$ cat src/rtl/eewp_pkg.sv
package eewp_pkg;

  localparam int CMD_AW = 15;

  localparam logic [CMD_AW-1:0] CMD_ADDR_HI = 15'h5555;
  localparam logic [CMD_AW-1:0] CMD_ADDR_LO = 15'h2AAA;

  localparam logic [7:0] KEY_OPEN  = 8'hAA;
  localparam logic [7:0] KEY_ACK   = 8'h55;
  localparam logic [7:0] KEY_SET   = 8'hA0;
  localparam logic [7:0] KEY_EXT   = 8'h80;
  localparam logic [7:0] KEY_CLEAR = 8'h20;

  typedef enum logic [2:0] {
    SQ_IDLE,
    SQ_GOT_OPEN,
    SQ_GOT_ACK,
    SQ_EXT,
    SQ_EXT_OPEN,
    SQ_EXT_ACK,
    SQ_ARMED
  } seq_e;

  function automatic logic cmd_is(input logic [CMD_AW-1:0] a, input logic [7:0] d,
                                  input logic [CMD_AW-1:0] ea, input logic [7:0] ed);
    return (a == ea) && (d == ed);
  endfunction

  function automatic seq_e seq_step(input seq_e cur, input logic [CMD_AW-1:0] a,
                                    input logic [7:0] d);
    seq_e fallback;
    fallback = cmd_is(a, d, CMD_ADDR_HI, KEY_OPEN) ? SQ_GOT_OPEN : SQ_IDLE;
    case (cur)
      SQ_IDLE:     return fallback;
      SQ_GOT_OPEN: return cmd_is(a, d, CMD_ADDR_LO, KEY_ACK) ? SQ_GOT_ACK : fallback;
      SQ_GOT_ACK: begin
        if (cmd_is(a, d, CMD_ADDR_HI, KEY_SET)) return SQ_ARMED;
        if (cmd_is(a, d, CMD_ADDR_HI, KEY_EXT)) return SQ_EXT;
        return fallback;
      end
      SQ_EXT:      return cmd_is(a, d, CMD_ADDR_HI, KEY_OPEN) ? SQ_EXT_OPEN : SQ_IDLE;
      SQ_EXT_OPEN: return cmd_is(a, d, CMD_ADDR_LO, KEY_ACK) ? SQ_EXT_ACK : fallback;
      SQ_EXT_ACK:  return cmd_is(a, d, CMD_ADDR_HI, KEY_CLEAR) ? SQ_ARMED : fallback;
      SQ_ARMED:    return SQ_ARMED;
      default:     return SQ_IDLE;
    endcase
  endfunction

endpackage

$ cat src/rtl/eewp_lockout.sv
module eewp_lockout #(
  parameter int LOCK_CYC = 500000
) (
  input  logic clk,
  input  logic rst_n,
  input  logic supply_ok,
  output logic locked
);
  localparam int LW = $clog2(LOCK_CYC + 1);

  logic [LW-1:0] cnt_q;

  always_ff @(posedge clk) begin
    if (!rst_n)            cnt_q <= LW'(LOCK_CYC);
    else if (!supply_ok)   cnt_q <= LW'(LOCK_CYC);
    else if (cnt_q != '0)  cnt_q <= cnt_q - 1'b1;
  end

  assign locked = !supply_ok || (cnt_q != '0);

  a_r2_lock_after_drop: assert property (@(posedge clk) disable iff (!rst_n)
    !supply_ok |=> locked);

endmodule

$ cat src/rtl/eewp_window.sv
module eewp_window #(
  parameter int WIN_CYC = 15000
) (
  input  logic clk,
  input  logic rst_n,
  input  logic acc,
  input  logic supply_ok,
  output logic busy,
  output logic close
);
  localparam int WW = $clog2(WIN_CYC + 1);

  logic [WW-1:0] cnt_q;

  always_ff @(posedge clk) begin
    if (!rst_n)           cnt_q <= '0;
    else if (!supply_ok)  cnt_q <= '0;
    else if (acc)         cnt_q <= WW'(WIN_CYC);
    else if (cnt_q != '0) cnt_q <= cnt_q - 1'b1;
  end

  assign busy  = (cnt_q != '0);
  assign close = supply_ok && !acc && (cnt_q == WW'(1));

  a_r10_busy_after_write: assert property (@(posedge clk) disable iff (!rst_n)
    (acc && supply_ok) |=> busy);

endmodule

$ cat src/rtl/eewp_seq_track.sv
module eewp_seq_track #(
  parameter int BW = 2
) (
  input  logic                        clk,
  input  logic                        rst_n,
  input  logic                        acc,
  input  logic                        abort,
  input  logic [eewp_pkg::CMD_AW-1:0] addr_lo,
  input  logic [7:0]                  data,
  input  logic [BW-1:0]               blk,
  output logic                        armed,
  output logic                        pend_en,
  output logic                        pend_dis,
  output logic [BW-1:0]               pend_blk
);
  import eewp_pkg::*;

  seq_e st_q, st_d;
  logic hit_set, hit_clear;

  always_comb begin
    st_d      = seq_step(st_q, addr_lo, data);
    hit_set   = acc && (st_q == SQ_GOT_ACK) && (st_d == SQ_ARMED);
    hit_clear = acc && (st_q == SQ_EXT_ACK) && (st_d == SQ_ARMED);
  end

  always_ff @(posedge clk) begin
    if (!rst_n || abort) begin
      st_q     <= SQ_IDLE;
      pend_en  <= 1'b0;
      pend_dis <= 1'b0;
      pend_blk <= '0;
    end else if (acc) begin
      st_q <= st_d;
      if (hit_set || hit_clear) begin
        pend_en  <= hit_set;
        pend_dis <= hit_clear;
        pend_blk <= blk;
      end
    end
  end

  assign armed = (st_q == SQ_ARMED);

  a_r5_arm_needs_write: assert property (@(posedge clk) disable iff (!rst_n)
    $rose(armed) |-> $past(acc));

  a_r9_abort_clears: assert property (@(posedge clk) disable iff (!rst_n)
    abort |=> (!armed && !pend_en && !pend_dis));

endmodule

$ cat src/rtl/eewp_guard.sv
module eewp_guard #(
  parameter int AW       = 17,
  parameter int NBLK     = 4,
  parameter int LOCK_CYC = 500000,
  parameter int WIN_CYC  = 15000
) (
  input  logic            clk,
  input  logic            rst_n,
  input  logic            wr_valid,
  input  logic [AW-1:0]   wr_addr,
  input  logic [7:0]      wr_data,
  input  logic            supply_ok,
  input  logic [NBLK-1:0] prot_init,
  output logic            dec_valid,
  output logic            dec_permit,
  output logic            win_busy,
  output logic            lock_active,
  output logic [NBLK-1:0] prot_state
);
  import eewp_pkg::*;

  localparam int BW = (NBLK > 1) ? $clog2(NBLK) : 1;

  logic [NBLK-1:0] prot_q;
  logic [BW-1:0]   wr_blk;
  logic            acc;
  logic            win_close;
  logic            abort;
  logic            armed;
  logic            pend_en, pend_dis;
  logic [BW-1:0]   pend_blk;
  logic            may_store;

  assign wr_blk    = wr_addr[AW-1 -: BW];
  assign acc       = wr_valid && !lock_active;
  assign abort     = !supply_ok || win_close;
  assign may_store = acc && (!prot_q[wr_blk] || armed);

  eewp_lockout #(.LOCK_CYC(LOCK_CYC)) u_lock (
    .clk(clk), .rst_n(rst_n), .supply_ok(supply_ok), .locked(lock_active)
  );

  eewp_window #(.WIN_CYC(WIN_CYC)) u_win (
    .clk(clk), .rst_n(rst_n), .acc(acc), .supply_ok(supply_ok),
    .busy(win_busy), .close(win_close)
  );

  eewp_seq_track #(.BW(BW)) u_seq (
    .clk(clk), .rst_n(rst_n), .acc(acc), .abort(abort),
    .addr_lo(wr_addr[CMD_AW-1:0]), .data(wr_data), .blk(wr_blk),
    .armed(armed), .pend_en(pend_en), .pend_dis(pend_dis), .pend_blk(pend_blk)
  );

  always_ff @(posedge clk) begin
    if (!rst_n) begin
      dec_valid  <= 1'b0;
      dec_permit <= 1'b0;
    end else begin
      dec_valid  <= wr_valid;
      dec_permit <= may_store;
    end
  end

  for (genvar g = 0; g < NBLK; g++) begin : g_prot
    always_ff @(posedge clk) begin
      if (!rst_n) begin
        prot_q[g] <= prot_init[g];
      end else if (win_close && (pend_blk == BW'(g))) begin
        if (pend_en)       prot_q[g] <= 1'b1;
        else if (pend_dis) prot_q[g] <= 1'b0;
      end
    end
  end

  assign prot_state = prot_q;

  a_r2_locked_no_permit: assert property (@(posedge clk) disable iff (!rst_n)
    (wr_valid && lock_active) |=> !dec_permit);

  a_r4_protected_needs_arm: assert property (@(posedge clk) disable iff (!rst_n)
    (wr_valid && prot_q[wr_blk] && !armed) |=> !dec_permit);

  a_r6_prot_moves_at_close: assert property (@(posedge clk) disable iff (!rst_n)
    !win_close |=> $stable(prot_q));

  a_r9_prot_kept_supply_low: assert property (@(posedge clk) disable iff (!rst_n)
    !supply_ok |=> $stable(prot_q));

endmodule

$ cat config.mk
export PLATFORM = sky130hd
export DESIGN_NAME = eewp_guard
export DESIGN_NICKNAME = d
export VERILOG_FILES = /design/src/rtl/eewp_pkg.sv /design/src/rtl/eewp_lockout.sv /design/src/rtl/eewp_window.sv /design/src/rtl/eewp_seq_track.sv /design/src/rtl/eewp_guard.sv
export SDC_FILE = /design/constraint.sdc
export NUM_CORES = 1
export LEC_CHECK = 0
export BUFFER_PORTS_ARGS = -buffer_cell sky130_fd_sc_hd__buf_2
export CAP_MARGIN = 20
export CORE_UTILIZATION = 50
export CTS_CLUSTER_SIZE = 28
export DETAILED_ROUTE_END_ITERATION = 8
export HOLD_SLACK_MARGIN = 0.02
export PLACE_DENSITY = 0.86
export RECOVER_POWER = 50
export SLEW_MARGIN = 20
export SYNTH_ARGS = -nofsm -noshare
export SYNTH_HDL_FRONTEND = slang
export SYNTH_SLANG_ARGS = --single-unit
$ cat constraint.sdc
create_clock -name clk -period 2.3 [get_ports clk]
set_input_delay 0.23 -clock clk [delete_from_list [all_inputs] [get_ports clk]]
set_output_delay 0.23 -clock clk [all_outputs]
set_load 0.01 [all_outputs]
# Word-level counts from Yosys, hierarchy flattened
# Cells that the tools add are included.
# totals
ff_bits	46
in_bits	33
wordCells	109
# op_classes
n_addsub	2
n_lt_le_gt_ge	1
n_eq_ne	23
mux	29
n_bitwise	2
reduce_logical	39
# ops
op	count
14-bit 2-to-1 mux	2
8-bit == test, second input constant	3
3-bit 2-to-1 mux	8
3-bit one-hot mux with 7 select lines	1
19-bit nonzero test	1
19-bit by 1-bit subtractor with 19-bit output, second input constant	1
1-bit logical AND	17
1-bit 2-to-1 mux	17
15-bit by 14-bit == test with 1-bit output, second input constant	1
15-bit == test, second input constant	1
14-bit by 1-bit == test with 1-bit output, second input constant	1
14-bit nonzero test	1
14-bit by 1-bit subtractor with 14-bit output, second input constant	1
3-bit == test, second input constant	4
2-bit AND reduction	6
8-bit by 6-bit == test with 1-bit output, second input constant	1
8-bit by 7-bit == test with 1-bit output, second input constant	1
2-bit by 1-bit != test with 1-bit output, second input constant	4
3-bit by 2-bit == test with 1-bit output, second input constant	2
1-bit logical NOT	5
1-bit logical OR	5
2-bit == test, second input constant	2
3-bit by 1-bit == test with 1-bit output, second input constant	1
3-bit logical NOT	1
8 further kinds	9

# Depth between registers and ports, before layout
# Gate-level depths: netlist of the first run.
# depth
depth_word	13
ltp_mapped	10
ltp_nobuf	8

# Hierarchy
# Synthesis of the first run repeated with hierarchy kept, for this count alone.
# hier_totals
hier_cells	325
area_unflattened_um2	2831.5
# by_module_without_submodules
mod	instances	cells_each	area_each_um2	seq_area_each_um2
eewp_lockout	1	124	1091.0	380.4
eewp_window	1	95	789.5	280.3
eewp_seq_track	1	76	645.6	140.1
eewp_guard	1	30	305.3	160.2

# Least setup slack after synthesis of the first run
# Ideal clock, no wire load.
# synth_timing
path_type	reg-to-reg
startpoint	reg u_lock.cnt_q[0]
endpoint	reg u_seq.st_q[1]
setup_time_ps	127
arrival_time_ps	2313
path_slack_ps	-141
path_stages_with_launch	11
period_less_slack_ps	2441
path_cell_list	dfxtp_1 inv_1 ha_1 or3b_1 clkbuf_1 or4_4 nor3_4 nand3_2 buf_6 nor4_1 a211oi_1
# synth_via
elab_chain_len	9
# synth_lines
item	line	text
start: declaration	eewp_lockout.sv:11	logic [LW-1:0] cnt_q;
start signal: assignment	eewp_lockout.sv:14	if (!rst_n) cnt_q <= LW'(LOCK_CYC);
start signal: assignment	eewp_lockout.sv:15	else if (!supply_ok) cnt_q <= LW'(LOCK_CYC);
start signal: assignment	eewp_lockout.sv:16	else if (cnt_q != '0) cnt_q <= cnt_q - 1'b1;
19-bit nonzero test *	eewp_lockout.sv:19	assign locked = !supply_ok || (cnt_q != '0);
1-bit logical OR *	eewp_lockout.sv:19	
1-bit logical NOT *	eewp_guard.sv:35	assign acc = wr_valid && !lock_active;
1-bit logical AND *	eewp_guard.sv:35	
1-bit logical NOT	eewp_window.sv:23	assign close = supply_ok && !acc && (cnt_q == WW'(1));
1-bit logical AND (2 in a row)	eewp_window.sv:23	
1-bit logical OR	eewp_guard.sv:36	assign abort = !supply_ok || win_close;
1-bit logical OR	eewp_seq_track.sv:28	if (!rst_n || abort) begin
end signal: assignment	eewp_seq_track.sv:34	st_q <= st_d;
end: declaration	eewp_seq_track.sv:18	seq_e st_q, st_d;
# Every way passes the cells marked *; elsewhere a longest branch is shown, timed or not.
# A chain may end at the register's enable or synchronous reset.

# Final worst setup path of the first run
# layout_timing
startpoint	reg u_lock.cnt_q[0]
endpoint	reg u_seq.pend_blk[1]
# layout_via
elab_chain_len	9
# layout_lines
item	line	text
19-bit nonzero test *	eewp_lockout.sv:19	
1-bit logical OR *	eewp_lockout.sv:19	
1-bit logical NOT *	eewp_guard.sv:35	
1-bit logical AND *	eewp_guard.sv:35	
1-bit logical NOT	eewp_window.sv:23	
1-bit logical AND (2 in a row)	eewp_window.sv:23	
1-bit logical OR	eewp_guard.sv:36	
1-bit logical OR	eewp_seq_track.sv:28	
end signal: assignment	eewp_seq_track.sv:38	pend_blk <= blk;
end: declaration	eewp_seq_track.sv:14	output logic [BW-1:0] pend_blk
# Marks and branches as above.

==> results by stage, run 1 <==
Floorplanning:
- The die area is ~0.0052 mm^2.
- The initial core utilization is 52.19%.
- The floorplan has 25 rows.
- The core footprint is 0.004723 mm^2.
- The die is 72.21 um tall.
- The floorplan die width is 72.21 um.
- 41 I/O pins were placed.

Critical path:
- The category of the critical setup timing path is reg2reg.
- The cell family contributing the most delay on the critical path is simple AND/OR/NAND/NOR gates.
- The origin of the critical flop-to-flop path is u_lock.cnt_q[0]$_SDFFE_PN0P_.
- The maximum fanout along the worst path is 3.
- The kind of start point of the critical path is a register.
- The worst path arrival time is 2.90 ns.
- The critical path goes through inv_2, ha_4, or3b_4, or4_4, buf_6, nor4_4, o211ai_1, buf_4, mux2i_1, nor2_1.
- On the worst path, the slowest cell contributes a delay of 0.47 ns.
- The critical path capture point type is a register.
- Data on the critical path is required at its endpoint by around 2.5 ns.
- The launching element of the worst setup path is u_lock.cnt_q[0]$_SDFFE_PN0P_.
- The critical path runs through a total of 10 cells.
- Measured in cells, the most critical reg-to-reg path has a length of 10.
- The slowest library cell on the worst path is sky130_fd_sc_hd__or4_4.
- The total buffers and inverters traversed by the critical path is 3.

Clock tree:
- The cell sitting at the root of the clock tree is a sky130_fd_sc_hd__clkbuf_8.
- For this design, the sink count on the clock tree is 46.
- The TritonCTS clock tree is yes.
- At the later pin of the worst-skew pair, clock insertion delay measures 0.32 ns.
- Clock-pin slew was measured on the worst setup and hold paths at 0.10 ns.
- The number of buffers inserted during clock tree synthesis is 5.
- The clock passes through at most 2 buffers.
- The number of H-tree branching levels is 2.

Global routing:
- The first global-routing pass estimated 10180 um of wire.
- Summed over all layers, the global routing overflow is 0.
- The number of antenna violations at the first check in global routing is 0.
- The met1 usage in global routing is between 30% and 40%.
- Entering global routing, the biggest net connects 22 pins.
- The via count of the first global-routing pass is 2241.
- met2 is the most crowded layer.
- Global routing consumed, over all layers together, 25.04% of the routing resources.
- For met2 alone, demand over resource in global routing was between 40% and 50%.
- The global-route track usage on met3 is under 10%.

Yosys:
- In the synthesized netlist the async set-or-reset flop fraction comes to 0%.
- The prevailing post-synth register cell is sky130_fd_sc_hd__dfxtp_1.
- The number of flops mapped to enable cells by yosys is 4.
- The average instance area after synthesis is approximately 8.6 um^2.
- The number of different library cells in the post-synthesis netlist is 52.
- For this run, the number of Yosys warnings is 0.
- Synthesis inferred 46 register bits.
- Synthesis produced a netlist with a net count of roughly 320.
- Sequential cells were found to cover 38.98% of the synthesized design area.
- Synthesis produced a netlist whose cell count is 286.
- The synthesized netlist occupies a cell area of approximately 0.0025 mm^2.

STA:
- After layout, the worst path uses 117.1% of the clock period.
- The final number of hold-violating endpoints is 0.
- The max-slew violation total from the final report came to 0.
- The count of final setup violators is 39.
- The final clock skew is 0.01532 ns.
- For the finished layout, the period the worst path requires is 2.694 ns.
- Setup repair after global routing could not meet its margin everywhere.
- At the pin with the least slew margin, the transition time is approximately 0.85 ns.
- The worst setup margin is -0.3941 ns.
- The maximum clock rate is 371.2 MHz.
- The worst-case headroom to the max-slew limit is 43.20%.

Placed design:
- At the end of routability-driven placement, the weighted congestion stood at 0.8672.
- The placed instances occupy a cell area of 0.002884 mm^2.
- Once detailed placement completed, the half-perimeter wirelength came to approximately 4100 um.
- The cell count after placement is 407.
- During placement, the flow inserted port buffers numbering 40.

Detailed routing:
- Using the TritonRoute via totals, the vias-per-cell ratio works out to 5.874.
- In the final routed layout, each cell accounts on average for 16.01 um.
- The number of antenna-violating nets in the routed design is 0.
- The first routing iteration left ~200 violations.
- Wires add up to around 6800 um.
- The post-detailed-route DRC marker count is 0.
- The routed layout has 2508 vias.
- The first-pass iteration count of the detailed router is 5.

Hold path:
- The number of instances on the worst hold path is 2.
- The start point of the worst min-delay path is wr_valid.
- The min-delay analysis places its worst path in the category in2reg.

Outcome:
- The final reports fail on negative setup slack.
- The flow ran to the end, but the final reports show violations.

Power:
- The worst IR drop on VDD is 0.9379 mV.
- The power per standard cell area is 899.6 mW/mm^2.
- For this design the static power due to leakage is 0.001268 uW.

Final layout:
- The area growth from synthesis to layout is 34.97%.
- The most common library cell in the layout ignoring fill and taps is sky130_fd_sc_hd__dfxtp_1.
- In the layout the commonest cells are sky130_fd_sc_hd__dfxtp_1, sky130_fd_sc_hd__buf_2, sky130_fd_sc_hd__nor2_1.
- The final layout contains just under 400 nets.
- The antenna diode count is 0.
- The share of cells above drive strength 1 is 35.56%.
- The filler cell count is 321.
- The finished layout holds 427 standard cells, fillers aside.
- The final design instance area without fill is 0.003327 mm^2.

Flow run:
- The tool flagged a number of max-cap violations equal to 0.
## logic make-up (layout without fill, tap and decap cells)
logic type                 after synthesis  count (layout)  share of synthesized area [%]
AOI/OAI and AO/OA                       46              46                          11.42
xor gates and xnor gates                22              22                          7.817
adders and majority gates                3               3                          1.523
buffers and inverters                   22              96                          4.010
DFF                                     46              46                          38.99
muxes                                    5               5                          2.538
and+or+nand+nor                        142             142                          33.71
## worst reg2reg max path, stage by stage, from the launching register on
cell and delay, ns:
sky130_fd_sc_hd__dfxtp_2 0.34, sky130_fd_sc_hd__inv_2 0.08, sky130_fd_sc_hd__ha_4 0.13, sky130_fd_sc_hd__or3b_4 0.38
sky130_fd_sc_hd__or4_4 0.47, sky130_fd_sc_hd__buf_6 0.15, sky130_fd_sc_hd__nor4_4 0.32, sky130_fd_sc_hd__o211ai_1 0.22
sky130_fd_sc_hd__buf_4 0.19, sky130_fd_sc_hd__mux2i_1 0.25, sky130_fd_sc_hd__nor2_1 0.08
## per-layer routing
layer,wire (um),share of wire [%],vias up
met5,0,0,-
met2,3428,50,118
met1,2777,41,1200
met3,477,7.0,18
met4,151,2.2,0
li1,-,-,1172
## what timing repair did
| action | 4_1_cts | 5_1_grt |
|---|---|---|
| pin swaps | 13 | 18 |
| buffers inserted | 9 | 3 |
| hold buffers | 0 | 0 |
| gates resized for setup | 37 | 22 |
| endpoints found under the setup margin | 22 | 42 |
## registers in the layout, indices dropped and copies added (netlist names)
register        cells
u_lock.cnt_q       19
u_seq.pend_en       1
u_seq.pend_dis      1
dec_permit          1
prot_state          4
u_seq.st_q          3
dec_valid           1
u_win.cnt_q        14
u_seq.pend_blk      2
## area by class of cell
| class | instances | area, um^2 | share of cell area (%) |
|---|---|---|---|
| well taps | 67 | 83.83 | 2.520 |
| clock inverters | 3 | 45.04 | 1.354 |
| flip-flops and latches | 46 | 962.2 | 28.92 |
| clock buffers | 5 | 68.82 | 2.068 |
| multi-input cells | 218 | 1615 | 48.55 |
| inverters | 12 | 45.04 | 1.354 |
| repair buffers | 76 | 506.7 | 15.23 |
## stage by stage
| stage | util, % | setup WS (ns) | power [uW] | setup TNS, ns | hold WS [ns] |
|---|---|---|---|---|---|
| 6_report | 70.44 | -0.3941 | 2993 | -4.565 | 0.2321 |
| 3_3_place_gp | 61.06 | 0.01309 | 2088 | 0 | 0.4430 |
| 4_1_cts | 68.00 | -0.1891 | 2878 | -1.827 | 0.1747 |
| 2_1_floorplan | - | -0.07298 | 1811 | -0.2131 | 0.3517 |
| 5_1_grt | 70.44 | -0.4142 | 3175 | -6.881 | 0.2285 |
| 3_5_place_dp | 61.06 | -0.04237 | 2120 | -0.3511 | 0.4580 |
## cell usage after synthesis, types with 2 or more instances
master,count,area [um^2]
sky130_fd_sc_hd__clkbuf_1,7,26.28
sky130_fd_sc_hd__o21ai_0,13,65.06
sky130_fd_sc_hd__edfxtp_1,4,120.1
sky130_fd_sc_hd__nor2_1,37,138.9
sky130_fd_sc_hd__and2_1,3,18.77
sky130_fd_sc_hd__or4bb_1,2,22.52
sky130_fd_sc_hd__o21a_1,2,15.01
sky130_fd_sc_hd__nand4b_1,4,35.03
sky130_fd_sc_hd__nand2_1,19,71.32
sky130_fd_sc_hd__inv_1,12,45.04
sky130_fd_sc_hd__nor3b_1,3,22.52
sky130_fd_sc_hd__nand3_1,5,25.02
sky130_fd_sc_hd__nand2b_1,5,31.28
sky130_fd_sc_hd__nor4_2,2,25.02
sky130_fd_sc_hd__buf_6,2,22.52
sky130_fd_sc_hd__mux2i_1,4,40.04
sky130_fd_sc_hd__nand4_1,2,12.51
sky130_fd_sc_hd__xor2_1,8,70.07
sky130_fd_sc_hd__xnor2_1,14,122.6
sky130_fd_sc_hd__dfxtp_1,42,840.8
sky130_fd_sc_hd__or4_4,3,33.78
sky130_fd_sc_hd__and3_1,3,18.77
sky130_fd_sc_hd__nor3_1,10,50.05
sky130_fd_sc_hd__o211ai_1,2,15.01
sky130_fd_sc_hd__or4_1,8,60.06
sky130_fd_sc_hd__nor4_1,12,75.07
sky130_fd_sc_hd__a21o_1,2,15.01
sky130_fd_sc_hd__nor4b_1,2,17.52
sky130_fd_sc_hd__a211oi_1,3,22.52
sky130_fd_sc_hd__a21oi_1,16,80.08
sky130_fd_sc_hd__ha_1,3,37.54
sky130_fd_sc_hd__or3b_2,2,17.52
sky130_fd_sc_hd__or3_1,7,43.79
sky130_fd_sc_hd__nor2b_1,2,12.51
sky130_fd_sc_hd__or2_2,3,18.77
sky130_fd_sc_hd__a211o_1,2,17.52
## final timing paths
path,to,slack [ns]
max,u_seq.pend_blk[1]$_SDFFE_PP0P_,-0.39
min,dec_valid$_SDFF_PN0_,0.23
max reg2reg,u_seq.pend_blk[1]$_SDFFE_PP0P_,-0.39
min reg2reg,u_seq.pend_dis$_SDFFE_PP0P_,0.49
## report_power, final
group          switching, uW  internal, uW  total, uW
Combinational            707           676       1380
Sequential              90.8           909        999
Clock                    288           323        611
(Power assumes the default switching activity.)
==> inputs of run 2 (changes only) <==
PLACE_DENSITY = 0.75   (was 0.86)
==> run 2 against run 1 <==
Compared with the run above: the run still ends with negative setup slack left; final cell count down 0.94%; worst setup slack better by 0.19 ns; global-route usage fell by 2.2 points; critical path type is now reg2out; power decreased by 8.3%.
==> results by stage, run 2 (synthesis gave the netlist of run 1 again) <==
Critical path:
- The critical path is of the reg2out type.
- For the worst setup path, the data arrival time is ~2.3 ns.
- STA classifies the critical path endpoint as an output pin.
- The maximum fanout along the worst path is 5.
- The register-to-register setup slack is -0.11 ns.
- STA classifies the critical path startpoint as a register.
- The origin of the critical flop-to-flop path is u_lock.cnt_q[9]$_SDFFE_PN0P_.
- The end of the worst register-to-register path is u_win.cnt_q[3]$_SDFFE_PN0P_.
- The number of cells on the worst reg-to-reg path is 8.
- The endpoint required time on the critical path is 2.07 ns.

Final layout:
- The number of nets in the layout is 391.
- 0 antenna diodes ended up in the layout.
- The library cell used most frequently in the layout, excluding fill and tap cells, is sky130_fd_sc_hd__dfxtp_1.
- The flip-flop count of the largest register after layout is 19.
- In the layout the commonest cells are sky130_fd_sc_hd__dfxtp_1, sky130_fd_sc_hd__nor2_1, sky130_fd_sc_hd__buf_2.
- The layout has roughly 380 filler cells.
- Summing all multi-input logic gate instances after layout gives between 0.0015 and 0.002 mm^2.
- The share of cells above drive strength 1 is 29.78%.
- The final core area utilization is 66.60%.
- In the final layout, flip-flops and latches occupy 964.7 um^2.
- Counting flops per register, the top entry is u_lock.cnt_q.
- The layout overhead on the synthesized area is 27.61%.

Global routing:
- The number of antenna violations at the first check in global routing is 0.
- Entering global routing, the biggest net connects 22 pins.
- In the global route stage, overall resource usage came out at 22.86%.
- The overall overflow remaining after global route is 0.
- The via count of the first global-routing pass is 2123.
- The first global-routing pass estimated 9363 um of wire.

Detailed routing:
- The number of antenna-violating nets in the routed design is 0.
- The number of vias per cell is approximately 5.5.
- The average wire per cell in the routed design is 13.57 um.
- The number of vias after detailed routing is 2330.
- The first detailed-routing pass ran for 4 iterations.
- The overall routed net length is 5740 um.
- The detailed router finished its first iteration with 143 violations.
- In the routed design, unresolved DRC markers number 0.

Power:
- The net switching power figure is about 970 uW.
- The leakage component of the power is 0.001237 uW.
- Combinational logic burns around 46% of the power.
- The worst IR drop on VDD is 1.041 mV.
- The power consumption is 2744 uW.
- The internal power of the cells totals 1772 uW.
- In this run, the clock network consumes 17.6% of the power.
- The power per standard cell area is 872.3 mW/mm^2.
- The register share of total power is 36.1%.
- The proportion of total power due to net switching is 35.43%.

STA:
- The max-slew violation total from the final report came to 0.
- The worst setup margin is -0.1996 ns.
- In this run the tightest slew margin relative to its limit is 50.75%.
- The ratio of final minimum period to clock period is 108.7%.
- Subtracting the final worst setup slack from the clock period gives roughly 2.5 ns.
- The final number of hold-violating endpoints is 0.
- Setup repair after global routing could not meet its margin everywhere.
- The final setup TNS is -1.542 ns.
- The count of final setup violators is 28.
- The transition time of the tightest slew-check pin is 0.7369 ns.
- Static timing analysis puts the maximum clock frequency at 400.1 MHz.
- Between clock sinks in the finished design, the worst skew comes to 0.01019 ns.

Hold path:
- The start point of the worst min-delay path is wr_addr[16].
- The number of instances on the worst hold path is 3.
- The destination of the worst hold path is u_seq.pend_blk[1]$_SDFFE_PP0P_.
- The min-delay analysis places its worst path in the category in2reg.

Outcome:
- The run finished, with violations left.
- The final reports fail on negative setup slack.

Placed design:
- The count of buffers added on input and output ports is 40.
- At the end of routability-driven placement, the weighted congestion stood at 0.8038.
- The wire-length estimate of the detail-placed layout is 3953 um.
- The placement-stage worst setup slack is -0.09270 ns.

Floorplanning:
- The standard-cell row count is 25.
- For this configuration, the core starts out at a cell density of between 50% and 60%.
- The die is ~72 um tall.
- The core footprint is 0.004723 mm^2.
- The floorplan die width is 72.21 um.
- The count of pins on the block boundary is 41.
- The floorplan step defined a die boundary enclosing about 0.0052 mm^2.

Clock tree:
- Counting the buffers created by CTS gives 5.
- At the later pin of the worst-skew pair, clock insertion delay measures 0.30 ns.
- In this run the deepest clock path goes through 2 buffers.
- TritonCTS built the clock tree.
- The number of clock sinks is 46.
- The number of hold buffers added after cts is 0.
- The H-tree was split into 2 levels.
- The register clock-pin slew on the reported worst setup and hold paths is 0.08 ns.
- CTS placed an instance of sky130_fd_sc_hd__clkbuf_8 at the clock tree root.

Flow run:
- The total of max-cap violations is 0.
[run 2: cell types whose count changed in the layout (fill, tap and decap cells not counted), sizes merged]
cell | previous run | this run
buf | 73 | 67
clkbuf | 8 | 11
clkinv | 0 | 2
clkinvlp | 2 | 0
bufinv | 1 | 0
[run 2: final cells by class]
cell class / count / share of cell area [%]
Clock inverter: 2 / 0.3182
Timing Repair Buffer: 72 / 14.64
Tap cell: 67 / 2.665
Sequential cell: 46 / 30.67
Clock buffer: 6 / 2.307
Multi-Input combinational cell: 218 / 47.97
Inverter: 12 / 1.432
[run 2: worst max-delay path, stage by stage (launching register included)]
cell,delay (ns)
sky130_fd_sc_hd__dfxtp_2,0.33
sky130_fd_sc_hd__or4_4,0.53
sky130_fd_sc_hd__or4_4,0.48
sky130_fd_sc_hd__nor3_4,0.24
sky130_fd_sc_hd__buf_6,0.14
sky130_fd_sc_hd__buf_12,0.09
sky130_fd_sc_hd__nand2_4,0.04
sky130_fd_sc_hd__buf_6,0.12
[run 2: metal layers]
layer | vias to the layer above | share of wire (%) | routed length [um] | track usage (%)
met5 | - | 0 | 0 | 0
met1 | 1102 | 44 | 2512 | 28.19
met2 | 58 | 50 | 2897 | 40.29
li1 | 1163 | - | - | -
met3 | 7 | 4.7 | 267 | 4.167
met4 | 0 | 1.1 | 62 | 7.190
[run 2: worst max path at each step]
stage / startpoint / endpoint / cells after the start
2_1_floorplan: u_lock.cnt_q[0]$_SDFFE_PN0P_ / u_seq.st_q[1]$_SDFFE_PP0P_ / 10
3_3_place_gp: u_lock.cnt_q[0]$_SDFFE_PN0P_ / u_seq.pend_blk[1]$_SDFFE_PP0P_ / 8
3_5_place_dp: u_lock.cnt_q[0]$_SDFFE_PN0P_ / u_seq.pend_blk[1]$_SDFFE_PP0P_ / 8
4_1_cts: u_lock.cnt_q[1]$_SDFFE_PN0P_ / lock_active / 9
5_1_grt: u_lock.cnt_q[9]$_SDFFE_PN0P_ / lock_active / 7
6_report: u_lock.cnt_q[9]$_SDFFE_PN0P_ / lock_active / 7
[run 2: through the flow]
step           cell area [um^2]  instances  hold WS [ns]
6_report                   3146        423        0.2012
5_1_grt                    3146        423        0.2379
4_1_cts                    3118        421        0.2080
3_5_place_dp               2889        406        0.4492
3_3_place_gp               2889        406        0.4421
2_1_floorplan              2475        286        0.3517
[run 2: what timing repair did]
item | CTS | global route
buffers inserted | 7 | 2
pin swaps | 8 | 6
resized for setup | 22 | 8
endpoints found under the setup margin | 17 | 42
endpoints found under the hold margin | 0 | 0
[run 2: power groups by stage]
stage          clock (uW)  combinational [uW]  sequential (uW)
6_report              483                1270              990
5_1_grt               522                1430             1000
4_1_cts               489                1250              986
3_5_place_dp            0                1130             1000
3_3_place_gp            0                1100              999
2_1_floorplan           0                 819              993
